### src/rtl/gpio_bank_pkg.sv
`timescale 1ns/1ps
package gpio_bank_pkg;

    // register group selected by address bits [6:4]
    typedef enum logic [2:0] {
        GRP_CFG = 3'd0,
        GRP_OE  = 3'd1,
        GRP_OUT = 3'd2,
        GRP_IN  = 3'd3,
        GRP_STA = 3'd4,
        GRP_ENB = 3'd5,
        GRP_TYP = 3'd6,
        GRP_CLR = 3'd7
    } grp_e;

    localparam int MASK_BIT = 11;   // alias window select
    localparam int GRP_LSB  = 4;
    localparam int PORT_LSB = 2;

endpackage

### src/rtl/gpio_in_sync.sv
`timescale 1ns/1ps
module gpio_in_sync #(
    parameter int W = 32
) (
    input  logic         clk,
    input  logic         rst_n,
    input  logic [W-1:0] raw_in,
    output logic [W-1:0] lvl_cur,
    output logic [W-1:0] lvl_prev
);

    logic [W-1:0] meta_q;

    // two synchronizing flops plus one history flop for edge detection
    always_ff @(posedge clk or negedge rst_n) begin
        if (!rst_n) begin
            meta_q   <= '0;
            lvl_cur  <= '0;
            lvl_prev <= '0;
        end else begin
            meta_q   <= raw_in;
            lvl_cur  <= meta_q;
            lvl_prev <= lvl_cur;
        end
    end

endmodule

### src/rtl/gpio_port.sv
`timescale 1ns/1ps
module gpio_port
    import gpio_bank_pkg::*;
#(
    parameter int PINS = 8
) (
    input  logic              clk,
    input  logic              rst_n,
    input  logic              wr_hit,
    input  grp_e              wr_grp,
    input  logic              wr_masked,
    input  logic [3*PINS-1:0] wr_data,
    input  logic [PINS-1:0]   lvl_cur,
    input  logic [PINS-1:0]   lvl_prev,
    output logic [PINS-1:0]   cfg_q,
    output logic [PINS-1:0]   oe_q,
    output logic [PINS-1:0]   out_q,
    output logic [PINS-1:0]   sta_q,
    output logic [PINS-1:0]   enb_q,
    output logic [3*PINS-1:0] typ_q,
    output logic              irq_req
);

    localparam int TW = 3 * PINS;

    logic [PINS-1:0] wmask, wval;
    assign wmask = wr_data[2*PINS-1:PINS];
    assign wval  = wr_data[PINS-1:0];

    function automatic logic [PINS-1:0] merge(input logic [PINS-1:0] old,
                                              input logic [PINS-1:0] m,
                                              input logic [PINS-1:0] v,
                                              input logic            masked);
        return masked ? ((old & ~m) | (v & m)) : v;
    endfunction

    logic wr_cfg, wr_oe, wr_out, wr_sta, wr_enb, wr_typ, wr_clr;
    assign wr_cfg = wr_hit && (wr_grp == GRP_CFG);
    assign wr_oe  = wr_hit && (wr_grp == GRP_OE);
    assign wr_out = wr_hit && (wr_grp == GRP_OUT);
    assign wr_sta = wr_hit && (wr_grp == GRP_STA);
    assign wr_enb = wr_hit && (wr_grp == GRP_ENB);
    assign wr_typ = wr_hit && (wr_grp == GRP_TYP);
    assign wr_clr = wr_hit && (wr_grp == GRP_CLR) && !wr_masked;

    // status after software action, before this cycle's events
    logic [PINS-1:0] sta_base, sta_d;
    always_comb begin
        sta_base = sta_q;
        if (wr_clr) sta_base = sta_q & ~wval;
        if (wr_sta) sta_base = merge(sta_q, wmask, wval, wr_masked);
    end

    for (genvar i = 0; i < PINS; i++) begin : g_pin
        logic pol, edg, both, rise, fall, ev, act;
        assign pol  = typ_q[i];
        assign edg  = typ_q[PINS + i];
        assign both = typ_q[2*PINS + i];
        assign rise = lvl_cur[i] & ~lvl_prev[i];
        assign fall = ~lvl_cur[i] & lvl_prev[i];
        assign ev   = edg & (both ? (rise | fall) : (pol ? rise : fall));
        assign act  = (lvl_cur[i] == pol);
        // edge pins: sticky, a new event outranks a clear; level pins track
        assign sta_d[i] = edg ? (sta_base[i] | ev) : act;
    end

    always_ff @(posedge clk or negedge rst_n) begin
        if (!rst_n) begin
            cfg_q <= '0;
            oe_q  <= '0;
            out_q <= '0;
            sta_q <= '0;
            enb_q <= '0;
            typ_q <= '0;
        end else begin
            if (wr_cfg) cfg_q <= merge(cfg_q, wmask, wval, wr_masked);
            if (wr_oe)  oe_q  <= merge(oe_q,  wmask, wval, wr_masked);
            if (wr_out) out_q <= merge(out_q, wmask, wval, wr_masked);
            if (wr_enb) enb_q <= merge(enb_q, wmask, wval, wr_masked);
            if (wr_typ) begin
                if (wr_masked)
                    typ_q[PINS-1:0] <= merge(typ_q[PINS-1:0], wmask, wval, 1'b1);
                else
                    typ_q <= wr_data[TW-1:0];
            end
            sta_q <= sta_d;
        end
    end

    assign irq_req = |(sta_q & enb_q);

endmodule

### src/rtl/gpio_bank_ctrl.sv
`timescale 1ns/1ps
module gpio_bank_ctrl
    import gpio_bank_pkg::*;
#(
    parameter int NUM_PORTS = 4,
    parameter int PINS      = 8,
    parameter int ADDR_W    = 12,
    parameter int DATA_W    = 32
) (
    input  logic                      clk,
    input  logic                      rst_n,
    input  logic [ADDR_W-1:0]         bus_addr,
    input  logic                      bus_we,
    input  logic [DATA_W-1:0]         bus_wdata,
    output logic [DATA_W-1:0]         bus_rdata,
    input  logic [NUM_PORTS*PINS-1:0] pin_in,
    output logic [NUM_PORTS*PINS-1:0] pin_out,
    output logic [NUM_PORTS*PINS-1:0] pin_oe,
    output logic [NUM_PORTS*PINS-1:0] pin_gpio_sel,
    output logic                      bank_irq
);

    localparam int W       = NUM_PORTS * PINS;
    localparam int TW      = 3 * PINS;
    localparam int PORT_AW = (NUM_PORTS > 1) ? $clog2(NUM_PORTS) : 1;

    // address decode
    grp_e               grp;
    logic [PORT_AW-1:0] port_idx;
    logic               addr_ok, masked;
    assign grp      = grp_e'(bus_addr[GRP_LSB +: 3]);
    assign port_idx = bus_addr[PORT_LSB +: PORT_AW];
    assign masked   = bus_addr[MASK_BIT];
    assign addr_ok  = (bus_addr[MASK_BIT-1:GRP_LSB+3] == '0)
                    && (int'(port_idx) < NUM_PORTS);

    logic unused_bits;
    assign unused_bits = &{1'b0, bus_addr[PORT_LSB-1:0], bus_wdata[DATA_W-1:TW]};

    // input synchronizer
    logic [W-1:0] lvl_cur, lvl_prev;
    gpio_in_sync #(.W(W)) u_sync (
        .clk     (clk),
        .rst_n   (rst_n),
        .raw_in  (pin_in),
        .lvl_cur (lvl_cur),
        .lvl_prev(lvl_prev)
    );

    logic [NUM_PORTS-1:0][PINS-1:0] cfg_a, oe_a, out_a, sta_a, enb_a;
    logic [NUM_PORTS-1:0][TW-1:0]   typ_a;
    logic [NUM_PORTS-1:0]           irq_a;
    logic [W-1:0]                   sta_all, enb_all, edge_all;

    for (genvar p = 0; p < NUM_PORTS; p++) begin : g_port
        logic hit;
        assign hit = bus_we && addr_ok && (int'(port_idx) == p);
        gpio_port #(.PINS(PINS)) u_port (
            .clk      (clk),
            .rst_n    (rst_n),
            .wr_hit   (hit),
            .wr_grp   (grp),
            .wr_masked(masked),
            .wr_data  (bus_wdata[TW-1:0]),
            .lvl_cur  (lvl_cur[p*PINS +: PINS]),
            .lvl_prev (lvl_prev[p*PINS +: PINS]),
            .cfg_q    (cfg_a[p]),
            .oe_q     (oe_a[p]),
            .out_q    (out_a[p]),
            .sta_q    (sta_a[p]),
            .enb_q    (enb_a[p]),
            .typ_q    (typ_a[p]),
            .irq_req  (irq_a[p])
        );
        assign edge_all[p*PINS +: PINS] = typ_a[p][2*PINS-1:PINS];
    end

    assign sta_all      = sta_a;
    assign enb_all      = enb_a;
    assign pin_gpio_sel = cfg_a;
    assign pin_oe       = oe_a;
    assign pin_out      = out_a;
    assign bank_irq     = |irq_a;

    // read mux
    always_comb begin
        bus_rdata = '0;
        if (addr_ok) begin
            case (grp)
                GRP_CFG: bus_rdata = DATA_W'(cfg_a[port_idx]);
                GRP_OE:  bus_rdata = DATA_W'(oe_a[port_idx]);
                GRP_OUT: bus_rdata = DATA_W'(out_a[port_idx]);
                GRP_IN:  bus_rdata = DATA_W'(lvl_cur[port_idx*PINS +: PINS]);
                GRP_STA: bus_rdata = DATA_W'(sta_a[port_idx]);
                GRP_ENB: bus_rdata = DATA_W'(enb_a[port_idx]);
                GRP_TYP: bus_rdata = DATA_W'(typ_a[port_idx]);
                default: bus_rdata = '0;
            endcase
        end
    end

endmodule

### config.mk
export PLATFORM = sky130hd
export DESIGN_NAME = gpio_bank_ctrl
export DESIGN_NICKNAME = d
export VERILOG_FILES = /design/src/rtl/gpio_bank_pkg.sv /design/src/rtl/gpio_in_sync.sv /design/src/rtl/gpio_port.sv /design/src/rtl/gpio_bank_ctrl.sv
export SDC_FILE = /design/constraint.sdc
export NUM_CORES = 1
export LEC_CHECK = 0
export BUFFER_PORTS_ARGS = -buffer_cell sky130_fd_sc_hd__buf_4
export CAP_MARGIN = 20
export CORE_MARGIN = 5
export CORE_UTILIZATION = 50
export DETAILED_ROUTE_END_ITERATION = 12
export GPL_ROUTABILITY_DRIVEN = 0
export HOLD_SLACK_MARGIN = 0.08
export PLACE_DENSITY = 0.8
export SLEW_MARGIN = 30
export SYNTH_ARGS = -nofsm -noshare
export SYNTH_HDL_FRONTEND = slang
export SYNTH_HIERARCHICAL = 1
export SYNTH_SLANG_ARGS = --single-unit
### constraint.sdc
create_clock -name clk -period 6.3 [get_ports clk]
set_clock_uncertainty 0.05 [all_clocks]
set_input_delay 1.89 -clock clk [delete_from_list [all_inputs] [get_ports clk]]
set_output_delay 1.89 -clock clk [all_outputs]
set_load 0.005 [all_outputs]
* Yosys cells after proc, flatten, opt, wreduce, memory -nomap -nowiden
Index checks and enable logic that the tools add are counted.
** Word-level totals
- Register bits after elaboration :: 352
- Input bits :: 79
- Output and inout port bits :: 129
- Logic and storage cells :: 547
** Cells by class
- Magnitude comparators :: 1
- Equality and inequality tests :: 42
- Shift-type cells :: 1
- Multiplexer cells :: 142
- Bitwise operators :: 284
- Reductions and logical operators :: 46
** Operator list (number)
- 8-bit 2-to-1 mux :: 37
- 8-bit bitwise AND :: 33
- 8-bit OR :: 24
- 24-bit case mux with 7 select lines :: 1
- 1-bit bitwise AND :: 96
- 1-bit 2-to-1 mux :: 96
- 8-bit binary-select mux with 2-bit select :: 5
- 1-bit inverter :: 65
- 1-bit OR :: 64
- 24-bit binary-select mux with 2-bit select :: 1
- 1-bit logical AND :: 37
- 1-bit equality test :: 32
- 32-bit 2-to-1 mux :: 1
- 32-bit OR reduction :: 1
- 32-bit by 6-bit variable part select with 8-bit output :: 1
- 24-bit 2-to-1 mux :: 1
- 8-bit inverter :: 2
- 3-bit equality test (second input constant) :: 4
- 2-bit AND reduction :: 4
- 3-bit by 2-bit equality test with 1-bit output (second input constant) :: 2
- 2-bit equality test (second input constant) :: 2
- 4-bit logical NOT :: 1
- 3-bit by 1-bit equality test with 1-bit output (second input constant) :: 1
- 3-bit logical NOT :: 1
- 4 further kinds :: 4

* Logic depth before layout (Yosys ltp)
- Word-level depth :: 9
- Gate-level depth with buffers :: 10
- Depth with buffers taken out :: 7

* By module
Netlist, hierarchy kept.
** Modules (own cells, without submodules)
- gpio_port :: times used 4, cells an instance 300, area each 3424.5 sq um, sequential area each 1601.5 sq um
- gpio_bank_ctrl :: times used 1, cells an instance 253, area each 2548.7 sq um, sequential area each 0.0 sq um
- gpio_in_sync :: times used 1, cells an instance 96, area each 2402.3 sq um, sequential area each 2402.3 sq um

* Worst setup path after synthesis
Ideal clock, no wire load.
- Kind :: input to output
- Start :: input bus_addr[3]
- End :: output bus_rdata[0]
- Data arrival time :: 3.245 ns
- Required time :: 4.360 ns
- Path slack :: 1.115 ns
- Cell stages on the path :: 6
- Path buffers :: 2
- Cell sequence :: buf_4 buf_1 mux2i_1 o22ai_1 o21a_1 a211o_1
** Between the ends
- Longest elaborated chain between the ends :: 4
- Elaborated cells between the ends (all ways) :: 15
- Classes of those cells :: shift: 1; mux: 14
** RTL lines
- from (decl) :: RTL line gpio_bank_ctrl.sv:12 : input logic [ADDR_W-1:0] bus_addr,
- branches (longest 2 deep; another with 32-bit by 6-bit variable part select with 8-bit output)
- 24-bit case mux with 7 select lines * :: RTL line gpio_bank_ctrl.sv:89 : case (grp)
- 32-bit 2-to-1 mux * :: RTL line gpio_bank_ctrl.sv:88 : if (addr_ok) begin
- to (decl) :: RTL line gpio_bank_ctrl.sv:15 : output logic [DATA_W-1:0] bus_rdata,
Mark *: on every way between the ends. The select of a mux whose other input is x is not followed.

* Final worst setup path
- Start :: input bus_addr[2]
- End :: output bus_rdata[3]
Same word-level chain as after synthesis.

==> impl_metrics.py <==
metrics = {
    "synthesis": {
        "synth_area_per_cell_um2": 12.0,
        "synthArstFlopShare_pct": 100,
        "yosys-top-cells-area": "dfrtp_1 (47%), mux2_2 (15%), mux4_2 (4.8%)",
        "synth-edff-count": 0,
        "ys_types": 43,
        "ys_ff_latch": 352,
        "synth_top_area_share_pct": 47.2,
        "yosysTopAreaCell": "dfrtp_1",
        "ys_top_cells_by_count": "dfrtp_1 (352), mux2_2 (256), nand2_1 (193)",
        "syn_area_um2": 18600,
        "syn_inst": 1549,
        "seq_area_frac_synth_pct": 47.2,
        "ys_warn_count": 6,
        "synth.most_common_cell": "dfrtp_1",
        "synth_ff_type": "dfrtp_1",
    },
    "critical_path": {
        "cpMostUsedCell": "buf_4",
        "cp_max_fo": 22,
        "crit_chain": "buf_4, buf_4, mux4_2, a211o_1, a211o_1, buf_4",
        "crit_path_max_incr_delay_ns": 0.55,
        "crit_type": "in -> out",
        "required_ns": 4.36,
        "cpMaxStageDelayCell": "mux4_2",
        "reg2reg_depth": 6,
        "crit_path_end_kind": "output pin",
        "crit_path_start_kind": "primary input",
        "crit_arrival_ns": 3.93,
    },
    "die": {
        "ios": 208,
        "core_area_um2": 36700,
        "die_w_um": 203,
        "start_util_pct": 50.8,
        "rows": 70,
        "dieArea_um2": 41300,
        "die_y_um": 203,
    },
    "clock_network": {
        "cts_max_level": 2,
        "cts_tree": "done",
        "clock_path_buffers": 3,
        "clock-sinks": 352,
        "ctsResizeCount": 0,
        "insertion_delay_ns": 0.55,
        "cts_buffers": 40,
        "path_clk_slew_ns": 0.05,
        "cts_setup_buffers": 0,
        "root_buffer": "clkbuf_16",
        "hold_buffers": 0,
    },
    "detailed_routing": {
        "drc": 0,
        "firstDrtPassIters": 7,
        "first_iter_violations": 1313,
        "wl_um": 54700,
        "postRouteAntennaNets": 0,
        "wl_per_cell_um": 24.2,
        "vias_per_cell": 6.04,
        "vias": 13647,
    },
    "sta": {
        "hold_viol_final": 0,
        "setup_tns_ns": 0,
        "slew_headroom_pct": 37.5,
        "rsz0062_at_grt": "false",
        "worst_pin_slew_ns": 0.933,
        "period_needed_ns": 5.87,
        "setup_viol": 0,
        "drv_slew": 0,
        "fin_crit_sh_pct": 93.1,
        "fmax_ghz": 0.170,
    },
    "job": {
        "drv_cap": 0,
    },
    "final_layout": {
        "diodes": 0,
        "nNetsFinal": 1906,
        "syn2layout_area_growth_pct": 17.7,
        "fill_cells": 2876,
        "drive_gt1_share_pct": 33.5,
    },
    "grt": {
        "grt_use_total_pct": 26.2,
        "overflow": 0,
        "grt_pass1_vias": 13888,
        "grt_max_degree": 131,
        "grt_antenna_before_repair": 1,
        "grt_pass1_wl_um": 84300,
    },
    "place": {
        "dp_hpwl_um": 38600,
        "io_buffers": 189,
    },
    "power": {
        "p_per_area_nw_per_um2": 233,
        "p_leak_nw": 10.6,
        "ir_drop_uv": 145,
        "power_mw": 5.11,
    },
    "worst_hold_path": {
        "hold_path_class": "reg -> reg",
        "hold_path_depth": 0,
    },
    "outcome": {
        "status": "completed",
    },
}
per-stage QoR:
step	instances	area, µm²	setup WS (ns)	hold WS, ns	util (%)
6_report	2259	22000	0.434	0.295	59.8
5_1_grt	2259	22000	0.378	0.302	59.8
4_1_cts	2259	22000	0.428	0.297	59.8
3_5_place_dp	2189	20700	0.444	0.285	56.3
3_3_place_gp	2189	20700	0.448	0.283	56.3
2_1_floorplan	1556	18700	1.12	0.281	-
kinds of logic after synthesis:
| logic type | after synthesis | synth area share, % |
|---|---|---|
| other cells | 1 | 0.0201 |
| compound gates | 168 | 6.42 |
| xor+xnor | 32 | 1.50 |
| buf+inv | 123 | 3.15 |
| fa+ha+maj | 64 | 4.29 |
| flops | 352 | 47.2 |
| simple gates | 410 | 11.3 |
| mux | 399 | 26.0 |
worst paths after layout:
check | startpoint | end | slack [ns]
worst max register to register | u_sync/lvl_cur[29]$_DFF_PN0_ | g_port[3].u_port/sta_q[5]$_DFF_PN0_ | 4.60
max in group asynchronous | rst_n | async pin | 3.64
worst min-delay path | u_sync/meta_q[26]$_DFF_PN0_ | u_sync/lvl_cur[26]$_DFF_PN0_ | 0.30
min in group asynchronous | rst_n | u_sync/meta_q[30]$_DFF_PN0_ | 1.34
worst max-delay path | bus_addr[2] | bus_rdata[3] | 0.43
worst min register to register | u_sync/meta_q[26]$_DFF_PN0_ | u_sync/lvl_cur[26]$_DFF_PN0_ | 0.30
worst max-delay path, delay by kind of cell:
| family | cells | cell delay, ns |
|---|---|---|
| buf+inv | 3 | 0.84 |
| mux | 1 | 0.55 |
| compound gates | 2 | 0.64 |
placed cells by master (no fill, tap or decap), types with 33 or more instances in the layout:
| master | instances |
|---|---|
| mux4_2 | 40 |
| inv_1 | 65 |
| buf_4 | 216 |
| nor2_1 | 72 |
| clkbuf_16 | 41 |
| nand2_1 | 193 |
| nor2b_1 | 48 |
| ha_1 | 64 |
| o21ai_0 | 33 |
| mux2_2 | 256 |
| mux2i_1 | 71 |
| nand2b_1 | 36 |
| dfrtp_1 | 352 |
cell type report:
type	count	area [µm²]	share of cell area [%]
clock buffer	58	1160	5.28
clock inverter	12	118	0.536
inverter	65	244	1.11
multi-input combinational	1081	9290	42.3
sequential	352	8810	40.1
tap	468	586	2.67
timing repair buffer	223	1760	8.00
routing by layer:
layer	vias up	global-route usage (%)	routed length, µm
met5	-	0	7
met4	2	8.41	1880
met3	138	6.87	5690
met2	720	39.8	24400
met1	6825	37.1	22700
li1	5962	-	-
where the power goes:
part	total [mW]	switching (mW)	leakage (nW)	internal, mW
clock network	2.29	0.928	0.636	1.36
logic	0.423	0.239	5.32	0.183
registers	2.40	0.0702	4.61	2.33
total	5.11	1.24	10.6	3.87
(Power assumes the default switching activity.)
